$ cat config.mk
export PLATFORM = sky130hd
export DESIGN_NAME = pid_decoder
export DESIGN_NICKNAME = d
export VERILOG_FILES = /design/src/rtl/pid_pkg.sv /design/src/rtl/pid_sync.sv /design/src/rtl/pid_interval.sv /design/src/rtl/pid_framer.sv /design/src/rtl/pid_decoder.sv
export SDC_FILE = /design/constraint.sdc
export NUM_CORES = 1
export LEC_CHECK = 0
export BUFFER_PORTS_ARGS = -buffer_cell sky130_fd_sc_hd__buf_2
export CAP_MARGIN = 15
export CORE_ASPECT_RATIO = 1.1
export CORE_MARGIN = 1.5
export CORE_UTILIZATION = 58
export DETAILED_ROUTE_END_ITERATION = 10
export PLACE_DENSITY = 0.76
export SLEW_MARGIN = 40
export SYNTH_ARGS = -nofsm -noshare
export SYNTH_HDL_FRONTEND = slang
export SYNTH_HIERARCHICAL = 1
export SYNTH_SLANG_ARGS = --single-unit
$ cat constraint.sdc
create_clock -name clk -period 3.5 [get_ports clk]
set_clock_uncertainty 0.1 [all_clocks]
set_input_delay 0.175 -clock clk [delete_from_list [all_inputs] [get_ports clk]]
set_output_delay 0.175 -clock clk [all_outputs]
set_load 0.02 [all_outputs]
$ cat src/rtl/pid_pkg.sv
package pid_pkg;

    // Decoded meaning of one rising-edge interval.
    typedef enum logic [1:0] {
        SYM_ZERO = 2'd0,
        SYM_ONE  = 2'd1,
        SYM_BAD  = 2'd2
    } sym_e;

    // Event handed from the interval timer to the framer.
    typedef struct packed {
        logic hit;   // a rising edge was seen this cycle
        sym_e sym;   // its classification
    } iv_evt_t;

    // Strict tolerance window test: centre-tol < v < centre+tol.
    function automatic logic in_window(input int unsigned v,
                                       input int unsigned centre,
                                       input int unsigned tol);
        return (v > centre - tol) && (v < centre + tol);
    endfunction

endpackage

$ cat src/rtl/pid_sync.sv
module pid_sync (
    input  logic clk,
    input  logic rst,
    input  logic async_in,
    output logic rise
);
    logic meta_q;
    logic sync_q;
    logic last_q;

    always_ff @(posedge clk) begin
        if (rst) begin
            meta_q <= 1'b0;
            sync_q <= 1'b0;
            last_q <= 1'b0;
        end else begin
            meta_q <= async_in;
            sync_q <= meta_q;
            last_q <= sync_q;
        end
    end

    assign rise = sync_q & ~last_q;
endmodule

$ cat src/rtl/pid_interval.sv
module pid_interval
    import pid_pkg::*;
#(
    parameter int ONE_TICKS  = 150,
    parameter int ZERO_TICKS = 90,
    parameter int TOL_TICKS  = 20,
    parameter int STOP_TICKS = 3000,
    localparam int CNT_W     = $clog2(STOP_TICKS + 1),
    localparam int LIMIT     = ONE_TICKS + TOL_TICKS
) (
    input  logic             clk,
    input  logic             rst,
    input  logic             rise,
    input  logic             tick_en,
    output iv_evt_t          evt,
    output logic             quiet_limit,
    output logic [CNT_W-1:0] cnt
);
    localparam logic [CNT_W-1:0] STOP_V = CNT_W'(STOP_TICKS);

    // Counter idles saturated so the first edge after reset is out of window.
    always_ff @(posedge clk) begin
        if (rst) begin
            cnt <= STOP_V;
        end else if (rise) begin
            cnt <= '0;
        end else if (tick_en && (cnt < STOP_V)) begin
            cnt <= cnt + 1'b1;
        end
    end

    always_comb begin
        evt.hit = rise;
        if (in_window(32'(cnt), ONE_TICKS, TOL_TICKS)) begin
            evt.sym = SYM_ONE;
        end else if (in_window(32'(cnt), ZERO_TICKS, TOL_TICKS)) begin
            evt.sym = SYM_ZERO;
        end else begin
            evt.sym = SYM_BAD;
        end
    end

    assign quiet_limit = (32'(cnt) >= LIMIT);
endmodule

$ cat src/rtl/pid_framer.sv
module pid_framer
    import pid_pkg::*;
#(
    parameter int MAX_BITS  = 31,
    parameter int MIN_KEEP  = 5,
    localparam int BW       = $clog2(MAX_BITS + 1)
) (
    input  logic                clk,
    input  logic                rst,
    input  iv_evt_t             evt,
    input  logic                quiet_limit,
    output logic                active,
    output logic [BW-1:0]       asm_bits,
    output logic                frame_valid,
    output logic [BW-1:0]       frame_bits,
    output logic [MAX_BITS-1:0] frame_data
);
    localparam logic [BW-1:0] MAX_V  = BW'(MAX_BITS);
    localparam logic [BW-1:0] KEEP_V = BW'(MIN_KEEP);

    logic [MAX_BITS-1:0] asm_data;
    logic                is_bit;
    logic                bit_val;
    logic                close;

    always_comb begin
        is_bit  = evt.hit && (evt.sym != SYM_BAD);
        bit_val = (evt.sym == SYM_ONE);
        close   = active && ((evt.hit && (evt.sym == SYM_BAD)) ||
                             (!evt.hit && quiet_limit));
    end

    always_ff @(posedge clk) begin
        if (rst) begin
            active      <= 1'b0;
            asm_bits    <= '0;
            asm_data    <= '0;
            frame_valid <= 1'b0;
            frame_bits  <= '0;
            frame_data  <= '0;
        end else begin
            frame_valid <= 1'b0;
            if (is_bit) begin
                active <= 1'b1;
                if (asm_bits < MAX_V) begin
                    asm_data <= asm_data | (MAX_BITS'(bit_val) << asm_bits);
                    asm_bits <= asm_bits + 1'b1;
                end
            end else if (close) begin
                active   <= 1'b0;
                asm_bits <= '0;
                asm_data <= '0;
                if (asm_bits >= KEEP_V) begin
                    frame_valid <= 1'b1;
                    frame_bits  <= asm_bits;
                    frame_data  <= asm_data;
                end
            end
        end
    end
endmodule

$ cat src/rtl/pid_decoder.sv
module pid_decoder
    import pid_pkg::*;
#(
    parameter int ONE_TICKS  = 150,
    parameter int ZERO_TICKS = 90,
    parameter int TOL_TICKS  = 20,
    parameter int STOP_TICKS = 3000,
    parameter int MAX_BITS   = 31,
    parameter int MIN_KEEP   = 5,
    localparam int CNT_W     = $clog2(STOP_TICKS + 1),
    localparam int BW        = $clog2(MAX_BITS + 1)
) (
    input  logic                clk,
    input  logic                rst,
    input  logic                env_in,
    input  logic                tick_en,
    output logic                frame_valid,
    output logic [BW-1:0]       frame_bits,
    output logic [MAX_BITS-1:0] frame_data
);
    logic             rise;
    iv_evt_t          evt;
    logic             quiet_limit;
    logic [CNT_W-1:0] cnt;
    logic             active;
    logic [BW-1:0]    asm_bits;

    pid_sync u_sync (
        .clk      (clk),
        .rst      (rst),
        .async_in (env_in),
        .rise     (rise)
    );

    pid_interval #(
        .ONE_TICKS  (ONE_TICKS),
        .ZERO_TICKS (ZERO_TICKS),
        .TOL_TICKS  (TOL_TICKS),
        .STOP_TICKS (STOP_TICKS)
    ) u_interval (
        .clk         (clk),
        .rst         (rst),
        .rise        (rise),
        .tick_en     (tick_en),
        .evt         (evt),
        .quiet_limit (quiet_limit),
        .cnt         (cnt)
    );

    pid_framer #(
        .MAX_BITS (MAX_BITS),
        .MIN_KEEP (MIN_KEEP)
    ) u_framer (
        .clk         (clk),
        .rst         (rst),
        .evt         (evt),
        .quiet_limit (quiet_limit),
        .active      (active),
        .asm_bits    (asm_bits),
        .frame_valid (frame_valid),
        .frame_bits  (frame_bits),
        .frame_data  (frame_data)
    );
endmodule

==> impl_metrics.json <==
{
  "whs_path_depth": 4,
  "maxCapViolCount": 0,
  "rows": 30,
  "leakage_nw": 1.586,
  "finalInstanceArea_um2": 4136,
  "r2r_cells": 9,
  "slowest_stage": "dfxtp_1",
  "postCtsSetupRepairBufs": 0,
  "drive_gt1_share_pct": 19.56,
  "synth_cells": 369,
  "rr_endpoint": "u_framer/asm_data[10]",
  "ys_ff_latch": 89,
  "synth_ff_type": "dfxtp_1",
  "die_h_um": 87.31,
  "fin_crit_sh_pct": 85.55,
  "dp_hpwl_mm": 5.220,
  "seq_area_frac_synth_pct": 47.55,
  "reg2reg_slack_ns": 0.51,
  "path_common_cell": "o21a_1",
  "post_cts_resized": 0,
  "port_buffers": 40,
  "grt_pass1_wl_mm": 12.85,
  "clock-sinks": 89,
  "timing.rr.start": "u_interval/cnt[3]",
  "die_w_um": 79.64,
  "cts_tree": "done",
  "maxSlewViolCount": 0,
  "vias_per_cell": 5.726,
  "status": "finished clean",
  "wl_per_cell_um": 15.48,
  "hold_viol_final": 0,
  "setup_viol": 0,
  "hold_class": "input port to register",
  "fmaxAchievable_mhz": 334.0,
  "cp_slowest_stage_delay_ns": 0.56,
  "layout_min_cycle_time_ns": 2.994,
  "tightest_slew_ns": 0.5719,
  "cts-root-buf": "clkbuf_8",
  "required_ns": 3.65,
  "drt_pre_antenna_iters": 4,
  "drt-total-wl_mm": 7.570,
  "place_area_um2": 3925,
  "avgSynthCellArea_um2": 10.16,
  "coreArea_um2": 6193,
  "critical_path.cell_chain": "o21a_1 > o21a_1 > a2111oi_1 > buf_4 > a21oi_1 > nand2b_1 > a21oi_2 > nor2_1 > a32o_1",
  "synth_cell_type_count": 56,
  "synth-async-reset-ratio_pct": 0,
  "antenna_violating_nets_post_route": 0,
  "place_ws_ns": 0.5594,
  "vdd_ir_drop_max_v": 0.0002315,
  "path_class": "register to register",
  "grt_max_degree": 49,
  "ios": 41,
  "dieArea_um2": 6953,
  "cts.clk_slew.worst_paths_ns": 0.09,
  "drc": 0,
  "clk-insertion-delay-late_ns": 0.36,
  "rsz0062_at_grt": "no",
  "cts_buffer_depth": 2,
  "gp_congestion": 0.8856,
  "initial_utilization_pct": 60.51,
  "diodes": 0,
  "relSlewSlack_pct": 61.88,
  "cp_max_fo": 14,
  "numCtsBuffers": 9,
  "min_to": "u_interval/cnt[6]",
  "cp-start-kind": "register",
  "setup_slack_ns": 0.5057,
  "vias": 2800,
  "ys_warn_count": 6,
  "antenna_found_initial": 0,
  "nNetsFinal": 411,
  "critical_path_arrival_ns": 3.15,
  "hold_start": "tick_en",
  "grt_remaining_overflow": 0,
  "grt_pass1_vias": 2619,
  "fin_setup_tns_ns": 0,
  "cts-htree-levels": 3,
  "power.density_nw_per_um2": 430.3,
  "track_usage_pct": 23.94,
  "area_delta_synth_final_pct": 10.38,
  "endpoint_kind": "register",
  "synth_edf_count": 0,
  "drtIter0Drc": 176,
  "syn_nets": 376,
  "syn_area_um2": 3747
}
-- placed cells by master (no fill, tap or decap), types with 10 or more instances in the layout --
cell      count
mux2i_1      35
a21oi_1      11
a22o_1       12
nand2_1      19
clkbuf_8     12
o21a_1       18
nand3_1      12
nor4_1       10
nor2_1       44
buf_2        39
dfxtp_1      89
-- kinds of logic after synthesis --
kind of cell / share of synthesized area, %
AND/OR/NAND/NOR: 19.33
flip-flops: 47.55
AO/OA/AOI/OAI: 16.36
multiplexers: 9.349
buffers and inverters: 5.242
XOR/XNOR: 1.169
adder cells (fa/ha/maj): 1.002
-- metal layers --
layer / global-route usage [%] / vias up / wire length [um]
met1: 30.87 / 1314 / 3630
met5: 0 / - / 0
met3: 4.188 / 8 / 271
met2: 39.37 / 58 / 3565
met4: 10.21 / 0 / 102
li1: - / 1420 / -
-- synth_stat cells (6+ instances only) --
cell,count,area (um2)
nor4_1,10,62.56
nor2_1,45,168.9
nand3_1,12,60.06
o21a_1,18,135.1
a22o_1,12,105.1
dfxtp_1,89,1782
nand2b_1,6,37.54
mux2i_1,35,350.3
nand2_1,19,71.32
nor3_1,6,30.03
buf_2,7,35.03
a21oi_1,11,55.05
clkbuf_1,8,30.03
-- stage by stage --
step           power, mW  util, %  std cells  hold slack, ns
6_report           1.780    66.79        489          0.1293
5_1_grt            1.853    66.79        489          0.1830
4_1_cts            1.795    66.75        489          0.1168
3_5_place_dp       1.114    63.37        472          0.2947
3_3_place_gp       1.112    63.37        472          0.2934
2_1_floorplan      1.099        -        369          0.1466
-- critical path, delay by kind of cell (launching register included) --
| kind | cells | cell delay, ns |
|---|---|---|
| AND/OR/NAND/NOR | 2 | 0.48 |
| flip-flops | 1 | 0.56 |
| buffers and inverters | 1 | 0.17 |
| AO/OA/AOI/OAI | 6 | 1.59 |
-- state kept, by name, indices dropped and copies added, names as in the netlist --
signal                flops
u_sync/sync_q             1
u_framer/frame_bits       5
u_framer/asm_data        31
u_interval/cnt           12
u_sync/last_q             1
u_framer/asm_bits         5
u_sync/meta_q             1
u_framer/frame_valid      1
u_framer/frame_data      31
u_framer/active           1
-- final cells by class --
type	count	area (um2)
Sequential cell	89	1782
Tap cell	80	100.1
Multi-Input combinational cell	251	1772
Clock inverter	4	33.78
Inverter	5	18.77
Fill cell	503	2057
Clock buffer	12	165.2
Timing Repair Buffer	48	265.3
-- where the power goes --
part / internal (mW) / switching, mW
clock: 0.323 / 0.365
combinational: 0.0218 / 0.0405
sequential: 1.02 / 0.0111
-- repair_timing --
| action | 4_1_cts | 5_1_grt |
|---|---|---|
| setup endpoints to repair | 0 | 0 |
| endpoints found under the hold margin | 1 | 0 |
| hold buffers | 1 | 0 |
-- worst max-delay path by stage --
| stage | startpoint | end | slack [ns] | cells past startpoint |
|---|---|---|---|---|
| after CTS | u_interval/cnt[3] | u_framer/asm_data[10] | 0.53 | 9 |
| after detailed placement | u_interval/cnt[3] | u_framer/asm_data[10] | 0.56 | 9 |
| after floorplan | u_interval/cnt[8] | u_framer/asm_data[22] | 0.73 | 9 |
| after global placement | u_interval/cnt[3] | u_framer/asm_data[9] | 0.66 | 9 |
| final | u_interval/cnt[3] | u_framer/asm_data[10] | 0.51 | 9 |
| after global routing | u_interval/cnt[8] | u_framer/asm_data[0] | 0.19 | 9 |
Power figures use the tool's default switching activity.
